$ cat config.mk
export PLATFORM = sky130hd
export DESIGN_NAME = vmask_exec
export DESIGN_NICKNAME = d
export VERILOG_FILES = /design/src/rtl/vx_pkg.sv /design/src/rtl/vx_lane.sv /design/src/rtl/vx_seq.sv /design/src/rtl/vmask_exec.sv
export SDC_FILE = /design/constraint.sdc
export NUM_CORES = 2
export LEC_CHECK = 0
export ABC_AREA = 1
export CAP_MARGIN = 20
export CORE_MARGIN = 4
export CORE_UTILIZATION = 35
export CTS_BUF_LIST = sky130_fd_sc_hd__clkbuf_16
export DETAILED_ROUTE_END_ITERATION = 10
export PLACE_DENSITY_LB_ADDON = 0.25
export SLEW_MARGIN = 10
export SYNTH_ARGS = -nofsm -noshare
export SYNTH_HDL_FRONTEND = slang
export SYNTH_SLANG_ARGS = --single-unit
$ cat constraint.sdc
create_clock -name clk -period 49.9 [get_ports clk]
set_input_delay 9.98 -clock clk [delete_from_list [all_inputs] [get_ports clk]]
set_output_delay 9.98 -clock clk [all_outputs]
set_load 0.03 [all_outputs]
$ cat src/rtl/vx_pkg.sv
package vx_pkg;

    typedef enum logic [1:0] {
        VX_ADD   = 2'd0,
        VX_SUB   = 2'd1,
        VX_MUL   = 2'd2,
        VX_CMPNE = 2'd3
    } vx_op_e;

    typedef struct packed {
        vx_op_e op;
        logic   use_scalar;
        logic   mask_en;
    } vx_ctrl_t;

    // signed overflow of a+b from sign bits of operands and result
    function automatic logic add_ovf(input logic sa, input logic sb, input logic sr);
        return (sa == sb) && (sr != sa);
    endfunction

    // signed overflow of a-b
    function automatic logic sub_ovf(input logic sa, input logic sb, input logic sr);
        return (sa != sb) && (sr != sa);
    endfunction

endpackage

$ cat src/rtl/vx_lane.sv
module vx_lane
    import vx_pkg::*;
#(
    parameter int EW = 16
) (
    input  vx_op_e        op,
    input  logic [EW-1:0] a,
    input  logic [EW-1:0] b,
    output logic [EW-1:0] res,
    output logic          neq,
    output logic          ovf
);
    logic [2*EW-1:0] prod;

    always_comb begin
        prod = {{EW{1'b0}}, a} * {{EW{1'b0}}, b};
        neq  = (a != b);
        ovf  = 1'b0;
        unique case (op)
            VX_ADD: begin
                res = a + b;
                ovf = add_ovf(a[EW-1], b[EW-1], res[EW-1]);
            end
            VX_SUB: begin
                res = a - b;
                ovf = sub_ovf(a[EW-1], b[EW-1], res[EW-1]);
            end
            VX_MUL:  res = prod[EW-1:0];
            default: res = '0;
        endcase
    end

endmodule

$ cat src/rtl/vx_seq.sv
module vx_seq #(
    parameter int NLANES = 4,
    parameter int MAXVL  = 16
) (
    input  logic                         clk,
    input  logic                         rst,
    input  logic                         start,
    input  logic [$clog2(MAXVL+1)-1:0]   vl,
    output logic                         accept,
    output logic                         busy,
    output logic                         done,
    output logic [$clog2(MAXVL/NLANES+1)-1:0] beat
);
    localparam int VLW   = $clog2(MAXVL+1);
    localparam int NBEAT = MAXVL / NLANES;
    localparam int BW    = $clog2(NBEAT+1);

    logic [VLW:0]  nb_full;
    logic [BW-1:0] nb, nb_q;

    assign accept  = start && !busy;
    assign nb_full = ({1'b0, vl} + (VLW+1)'(NLANES-1)) / (VLW+1)'(NLANES);
    assign nb      = BW'(nb_full);

    always_ff @(posedge clk) begin
        if (rst) begin
            busy <= 1'b0;
            done <= 1'b0;
            beat <= '0;
            nb_q <= '0;
        end else begin
            done <= 1'b0;
            if (accept) begin
                beat <= '0;
                nb_q <= nb;
                if (nb == '0) done <= 1'b1;
                else          busy <= 1'b1;
            end else if (busy) begin
                if (beat == nb_q - BW'(1)) begin
                    busy <= 1'b0;
                    done <= 1'b1;
                end else begin
                    beat <= beat + BW'(1);
                end
            end
        end
    end

    assert_beat_in_range_R7: assert property (@(posedge clk) disable iff (rst)
        busy |-> (beat < nb_q));
    assert_done_single_R7: assert property (@(posedge clk) disable iff (rst)
        done |=> !done);
    assert_busy_done_excl_R7: assert property (@(posedge clk) disable iff (rst)
        !(busy && done));

endmodule

$ cat src/rtl/vmask_exec.sv
module vmask_exec
    import vx_pkg::*;
#(
    parameter int NLANES = 4,
    parameter int MAXVL  = 16,
    parameter int EW     = 16
) (
    input  logic                       clk,
    input  logic                       rst,
    input  logic                       start,
    input  logic [1:0]                 op,
    input  logic                       use_scalar,
    input  logic                       mask_en,
    input  logic [$clog2(MAXVL+1)-1:0] vl,
    input  logic [MAXVL*EW-1:0]        src_a,
    input  logic [MAXVL*EW-1:0]        src_b,
    input  logic [EW-1:0]              scalar,
    output logic                       busy,
    output logic                       done,
    output logic [MAXVL*EW-1:0]        vdst,
    output logic [MAXVL-1:0]           cmp_flags,
    output logic [MAXVL-1:0]           exc_flags
);
    localparam int VLW   = $clog2(MAXVL+1);
    localparam int NBEAT = MAXVL / NLANES;
    localparam int BW    = $clog2(NBEAT+1);
    localparam int IW    = $clog2(MAXVL);

    logic          accept;
    logic [BW-1:0] beat;

    vx_ctrl_t           ctrl_q;
    logic [VLW-1:0]     vl_q;
    logic [EW-1:0]      scal_q;
    logic [EW-1:0]      opa_q [MAXVL];
    logic [EW-1:0]      opb_q [MAXVL];

    logic [EW-1:0]      lane_res [NLANES];
    logic [NLANES-1:0]  lane_neq;
    logic [NLANES-1:0]  lane_ovf;

    vx_seq #(.NLANES(NLANES), .MAXVL(MAXVL)) u_seq (
        .clk    (clk),
        .rst    (rst),
        .start  (start),
        .vl     (vl),
        .accept (accept),
        .busy   (busy),
        .done   (done),
        .beat   (beat)
    );

    // operand capture on acceptance
    always_ff @(posedge clk) begin
        if (rst) begin
            ctrl_q <= '{op: VX_ADD, use_scalar: 1'b0, mask_en: 1'b0};
            vl_q   <= '0;
            scal_q <= '0;
        end else if (accept) begin
            ctrl_q <= '{op: vx_op_e'(op), use_scalar: use_scalar, mask_en: mask_en};
            vl_q   <= vl;
            scal_q <= scalar;
        end
    end

    for (genvar i = 0; i < MAXVL; i++) begin : g_opnd
        always_ff @(posedge clk) begin
            if (accept) begin
                opa_q[i] <= src_a[i*EW +: EW];
                opb_q[i] <= src_b[i*EW +: EW];
            end
        end
    end

    // lanes: lane l handles element beat*NLANES + l
    for (genvar l = 0; l < NLANES; l++) begin : g_lane
        logic [IW-1:0] eidx;
        logic [EW-1:0] a_in;
        assign eidx = IW'(beat) * IW'(NLANES) + IW'(l);
        assign a_in = ctrl_q.use_scalar ? scal_q : opa_q[eidx];

        vx_lane #(.EW(EW)) u_lane (
            .op  (ctrl_q.op),
            .a   (a_in),
            .b   (opb_q[eidx]),
            .res (lane_res[l]),
            .neq (lane_neq[l]),
            .ovf (lane_ovf[l])
        );
    end

    // per-element state, written by its own lane on its own beat
    for (genvar e = 0; e < MAXVL; e++) begin : g_elem
        localparam int LN = e % NLANES;
        localparam int BT = e / NLANES;
        logic [EW-1:0] vd_r;
        logic          cf_r, ef_r;
        logic          live, wr_en, cmp_en;

        assign live   = busy && (beat == BW'(BT)) && (VLW'(e) < vl_q);
        assign cmp_en = live && (ctrl_q.op == VX_CMPNE);
        assign wr_en  = live && (ctrl_q.op != VX_CMPNE) && (!ctrl_q.mask_en || cf_r);

        always_ff @(posedge clk) begin
            if (rst) begin
                vd_r <= '0;
                cf_r <= 1'b0;
                ef_r <= 1'b0;
            end else begin
                if (wr_en) begin
                    vd_r <= lane_res[LN];
                    if (lane_ovf[LN]) ef_r <= 1'b1;
                end
                if (cmp_en) cf_r <= lane_neq[LN];
            end
        end

        assign vdst[e*EW +: EW] = vd_r;
        assign cmp_flags[e]     = cf_r;
        assign exc_flags[e]     = ef_r;
    end

    assert_exc_sticky_R6: assert property (@(posedge clk) disable iff (rst)
        1'b1 |=> ((exc_flags & $past(exc_flags)) == $past(exc_flags)));
    assert_idle_hold_R5: assert property (@(posedge clk) disable iff (rst)
        !busy |=> ($stable(vdst) && $stable(cmp_flags) && $stable(exc_flags)));
    assert_cmp_keeps_data_R3: assert property (@(posedge clk) disable iff (rst)
        (busy && ctrl_q.op == VX_CMPNE) |=> ($stable(vdst) && $stable(exc_flags)));
    assert_busy_ignores_start_R8: assert property (@(posedge clk) disable iff (rst)
        (busy && start) |=> $stable(ctrl_q));

endmodule

; ---- Word-level counts from Yosys, hierarchy flattened
; Memories as Yosys holds them, arrays and structs flattened. A register that Yosys moved wholly into a read port is not among the register bits.
; Cells that the tools add are included.
[op_classes]
eq_ne = 29
addsub = 14
order_cmp = 16
bitwise = 1
n_reduce_logical = 116
n_mul = 4
muxes = 26
[op_table]
columns = op, n
row1 = case mux 16 bit (3 select lines), 4
row2 = logical AND 1 bit, 77
row3 = adder 16 bit, 4
row4 = multiplier 16 x 16 -> 16 bit, 4
row5 = two-way mux 16 bit, 4
row6 = inequality test 16 bit, 4
row7 = subtractor 16 bit, 4
row8 = "less-than comparator 4 x 5 -> 1 bit, first input constant", 8
row9 = AND reduction 2 bit, 17
row10 = "less-than comparator 3 x 5 -> 1 bit, first input constant", 4
row11 = logical OR 1 bit, 16
row12 = two-way mux 4 bit, 4
row13 = inequality test 1 bit, 12
row14 = "less-than comparator 1 x 5 -> 1 bit, first input constant", 2
row15 = "less-than comparator 2 x 5 -> 1 bit, first input constant", 2
row16 = two-way mux 1 bit, 10
row17 = "adder 4 x 2 -> 4 bit, second input constant", 2
row18 = case mux 1 bit (2 select lines), 4
row19 = "equality test 3 x 2 -> 1 bit, second input constant", 2
row20 = zero test 3 bit, 2
row21 = "adder 5 x 2 -> 5 bit, second input constant", 1
row22 = "adder 4 x 1 -> 4 bit, second input constant", 1
row23 = equality test 1 bit, 4
row24 = "equality test 2 bit, second input constant", 2
row25 = 10 further kinds, 12
[totals]
elab_cells = 265
in_bits = 540
out_inout_bits = 290
ramBits = 512
reg_bits = 321
n_memories = 2
[mem_list]
columns = name, depth, word_bits, rd, rd_clocked_by_memory_dff, write_ports, line
row1 = opa_q, 16, 16, 4, 1, 16, vmask_exec.sv:35  ; logic [EW-1:0] opa_q [MAXVL];
row2 = opb_q, 16, 16, 4, 1, 16, vmask_exec.sv:36  ; logic [EW-1:0] opb_q [MAXVL];

; ---- Depth between registers and ports, before layout
; An unclocked memory read counts as a cell.
[depth]
word_depth = 8
depth_mapped = 40

; ---- Modules after synthesis
; Synthesis repeated with hierarchy kept, for this count alone.
[unflattened]
cells_unflattened = 6984
hier_area_um2 = 56764.4
[modules_own_cells]
columns = mod, instances, area_per_inst_um2, cells_per_inst
row1 = vmask_exec, 1, 31117.3, 2908
row2 = vx_lane (g_lane[2].u_lane ...), 2, 6323.6, 1013
row3 = vx_lane (g_lane[1].u_lane), 1, 6293.5, 995
row4 = vx_lane (g_lane[0].u_lane), 1, 6231.0, 982
row5 = vx_seq, 1, 475.5, 73

; ---- Least setup slack after synthesis
; Ideal clock, no wire load.
[synth_timing]
kind = input to register
startpoint = input port start
endpoint = memory opa_q[0][0] (enable)
stages = 3
path_buffers = 1
t_arrival_ps = 24121
path_slack_ps = 24703
required_time_ps = 48823
path_cell_list = nand2_1 inv_1 clkbuf_1
[synth_lines]
columns = item, line
row1 = from (decl), vmask_exec.sv:10  ; input logic start,
row2 = to (decl), vmask_exec.sv:35

==> impl_metrics.tcl <==
set metrics [dict create \
    fp.dieH_um 402 \
    die_x_um 402 \
    finalHoldViolCount 0 \
    cp.buffers_inverters 5 \
    finalClockSkew_ns 0.0793 \
    worst_hold_path_endpoint "g_elem[4].vd_r[2]$_SDFFE_PP0P_" \
    synth.top_cells.by_count "1210 x sky130_fd_sc_hd__nand2_1, 950 x sky130_fd_sc_hd__inv_1, 920 x sky130_fd_sc_hd__nor2_1, 512 x sky130_fd_sc_hd__edfxtp_1, 428 x sky130_fd_sc_hd__o21ai_0" \
    status "complete, no violations" \
    p_per_area_nw_per_um2 62.1 \
    synth_enable_flop_cells 512 \
    routed_wl_mm 212 \
    layout_min_cycle_time_ns 13.39 \
    fin_hold_ws_ns 0.464 \
    switching_fraction_of_total_power_pct 48.9 \
    grt_setup_unrepaired "no" \
    clock-root-buffer "sky130_fd_sc_hd__clkbuf_16" \
    drtIter0Drc 4049 \
    vias_per_cell 5.06 \
    critical-path-top-delay-family "buffers and inverters" \
    setup_viol 0 \
    worst_skew_pair.late_latency_ns 0.73 \
    postCtsSetupBuffers 0 \
    largest_vdd_supply_drop_mv 0.0702 \
    timing.fmax_mhz 74.7 \
    cp-end-kind "flop" \
    groute.usage.overall_pct 25.5 \
    grt_pass1_vias 45900 \
    worstSetupStartpointType "input port" \
    syn_area_per_cell_um2 8.45 \
    syn2layout_area_growth_pct 24.5 \
    clock_transition_at_path_regs_ns 0.06 \
    wl_per_cell_um 22.8 \
    layout-drive-gt1-share_pct 4.07 \
    ctsResizeCount 0 \
    fin_nets 8347 \
    netSwitchingPower_mw 2.05 \
    detail-route-antenna-nets 0 \
    cellLeakagePower_nw 30.0 \
    synth-seq-area-share_pct 40.2 \
    slowest_stage "sky130_fd_sc_hd__inv_8" \
    detail_route.first_pass.iterations 8 \
    ctsLongestPathBuffers 3 \
    worst-slew-pin-transition_ns 1.24 \
    drt_drc_violations_left 0 \
    final.setup.tns_ns 0 \
    cp.arrival_ns 13.77 \
    starting_utilization_of_the_core_area_pct 35.2 \
    fillers 15300 \
    critical_path.reg2reg.startpoint "u_seq.beat[0]$_SDFFE_PP0P_" \
    mappedNetlistArea_um2 54400 \
    grt_first_pass_wirelength_mm 307 \
    cts-hold-fix-buffers 0 \
    power.clock.fraction_pct 16.7 \
    asyncSetResetFlopFracSynth_pct 0 \
    ff2ff_setup_slack_ns 40.63 \
    synth.ff_latch_count 835 \
    netlist_top_cells_area "sky130_fd_sc_hd__edfxtp_1 28%, sky130_fd_sc_hd__fa_1 12%, sky130_fd_sc_hd__dfxtp_1 12%" \
    slowest_stage_delay_on_critical_path_ns 0.70 \
    synth_nets 7624 \
    netlist.top_cell.by_area "sky130_fd_sc_hd__edfxtp_1" \
    internal-power_mw 2.15 \
    timing_max_transition_violations_final 0 \
    synthDominantCellAreaShare_pct 28.3 \
    critical_path_type "input port to flop" \
    required_worst_endpoint_ns 50.29 \
    hold_depth 2 \
    grt_max_degree 181 \
    max_cap_viol_count 0 \
    crit_fanout 180 \
    area.sequential_um2 21800 \
    worst_hold_startpoint "g_elem[4].vd_r[2]$_SDFFE_PP0P_" \
    power_frac_seq_pct 18.8 \
    worst-r2r-cell-count 29 \
    post-dp-hpwl_mm 166 \
    yosys_most_used_dff "sky130_fd_sc_hd__edfxtp_1" \
    tritoncts "yes" \
    cts-htree-levels 3 \
    synth_warn 0 \
    combPwrFrac_pct 64.4 \
    worst_r2r_endpoint "g_elem[9].vd_r[12]$_SDFFE_PP0P_" \
    vias 47100 \
    timing.slew.headroom_pct 17.5 \
    core.rowCount 144 \
    multi_input_area_um2 27600 \
    synth_most_common_cell "sky130_fd_sc_hd__nand2_1" \
    synthDistinctLibCells 48 \
    post_synth_inst_count 6430 \
    number_of_antenna_violations_at_the_first_check_in_global_routing 40 \
    numClockSinks 835 \
    globalRouteOverflowTotal 0 \
    final_min_period_over_clock_period_pct 26.8 \
    coreArea_um2 154000 \
    tritoncts.num_buffers 93 \
    holdCritPathClass "flop to flop" \
    floorplan_die_area_um2 162000 \
    cp_cell_sequence "clkdlybuf4s50_1 > nand2_2 > inv_8 > buf_12 > buf_4 > buf_16" \
    gpl.final_weighted_congestion 0.954 \
    buffer_ports.inserted 829 \
    top_level_ports 830 \
]
## cells by family (layout without fill, tap and decap cells)
family                   count (synthesis)  count (layout)  synth area share (%)
other                                    0              20                     0
AND/OR/NAND/NOR                       2610            2610                  19.5
adder cells (fa/ha/maj)                654             654                  19.5
AO/OA/AOI/OAI                          998             998                  10.4
flip-flops                             835             835                  40.2
XOR/XNOR                                73              73                  1.18
buffers and inverters                 1260            2059                  9.25
## cells in the final DEF (no fill, tap or decap), types with 19 or more instances in the layout
cell	Yosys	routed
sky130_fd_sc_hd__clkbuf_16	0	93
sky130_fd_sc_hd__o221ai_1	20	20
sky130_fd_sc_hd__o211ai_1	38	38
sky130_fd_sc_hd__o21bai_1	43	43
sky130_fd_sc_hd__nand3b_1	25	25
sky130_fd_sc_hd__diode_2	0	20
sky130_fd_sc_hd__xnor2_1	20	20
sky130_fd_sc_hd__fa_1	324	324
sky130_fd_sc_hd__nand3_1	336	336
sky130_fd_sc_hd__nand4_1	31	31
sky130_fd_sc_hd__o21ai_1	49	49
sky130_fd_sc_hd__ha_1	330	330
sky130_fd_sc_hd__buf_4	52	48
sky130_fd_sc_hd__nand2_1	1210	1209
sky130_fd_sc_hd__nor3_1	22	19
sky130_fd_sc_hd__xor2_1	53	53
sky130_fd_sc_hd__inv_2	31	31
sky130_fd_sc_hd__dfxtp_1	323	320
sky130_fd_sc_hd__a21oi_1	311	311
sky130_fd_sc_hd__inv_1	950	960
sky130_fd_sc_hd__clkdlybuf4s50_1	0	828
sky130_fd_sc_hd__edfxtp_1	512	512
sky130_fd_sc_hd__o21ai_0	428	428
sky130_fd_sc_hd__a31oi_1	25	25
sky130_fd_sc_hd__clkinv_1	28	45
sky130_fd_sc_hd__nor2_1	920	911
## how the worst max path moves through the flow
| stage | endpoint | start | cells past startpoint | slack [ns] |
|---|---|---|---|---|
| CTS | opa_q[9][2]$_DFFE_PP_ | start | 5 | 36.49 |
| floorplan | opa_q[0][0]$_DFFE_PP_ | start | 3 | 24.70 |
| global route | opb_q[10][10]$_DFFE_PP_ | start | 6 | 36.39 |
| global placement | opa_q[10][11]$_DFFE_PP_ | start | 5 | 35.74 |
| detailed placement | opa_q[14][11]$_DFFE_PP_ | start | 5 | 35.68 |
| finish | opb_q[10][10]$_DFFE_PP_ | start | 6 | 36.51 |
## sequential cells by signal, summed over array words and instances, names as in the netlist, named ones only
| signal | cells |
|---|---|
| u_seq.nb_q | 3 |
| vl_q | 5 |
| u_seq.busy | 1 |
| opa_q | 256 |
| g_elem.ef_r | 16 |
| g_elem.cf_r | 16 |
| u_seq.beat | 3 |
| opb_q | 256 |
| u_seq.done | 1 |
| scal_q | 16 |
| g_elem.vd_r | 256 |
| ctrl_q | 4 |
## power groups by stage
stage / logic (mW) / registers, mW / clock network (mW)
after global placement: 2.65 / 0.805 / 0
after CTS: 2.71 / 0.791 / 0.721
after floorplan: 1.85 / 0.829 / 0
final: 2.71 / 0.791 / 0.703
after detailed placement: 2.68 / 0.806 / 0
after global routing: 3.09 / 0.794 / 0.747
## worst min-delay path, cell delays in order (launching register included)
cell                      delay (ns)
sky130_fd_sc_hd__dfxtp_1        0.31
sky130_fd_sc_hd__nand2_1        0.06
sky130_fd_sc_hd__a21oi_1        0.05
## cell type report
cell class | instances | share of cell area (%)
diodes | 20 | 0.0740
repair buffers | 879 | 12.9
inverters | 1009 | 5.63
clock buffers | 93 | 3.44
multi-input cells | 4335 | 40.7
well taps | 2044 | 3.78
clock inverters | 78 | 1.20
flip-flops and latches | 835 | 32.3
## per-layer routing
| metal | routed length (µm) | GRT usage [%] |
|---|---|---|
| met2 | 95600 | 40.5 |
| met5 | 185 | 0 |
| met3 | 16000 | 5.06 |
| met4 | 5990 | 7.24 |
| met1 | 94100 | 35.2 |
## per-stage QoR
stage	area (µm²)	util, %	cells	worst slack [ns]	power, mW
6_report	67700	43.9	9293	36.51	4.20
5_1_grt	67600	43.9	9282	36.39	4.63
4_1_cts	67600	43.8	9270	36.49	4.22
3_5_place_dp	64400	41.8	9099	35.68	3.49
3_3_place_gp	64400	41.8	9099	35.74	3.45
2_1_floorplan	54400	-	6430	24.70	2.68
(Power assumes the default switching activity.)
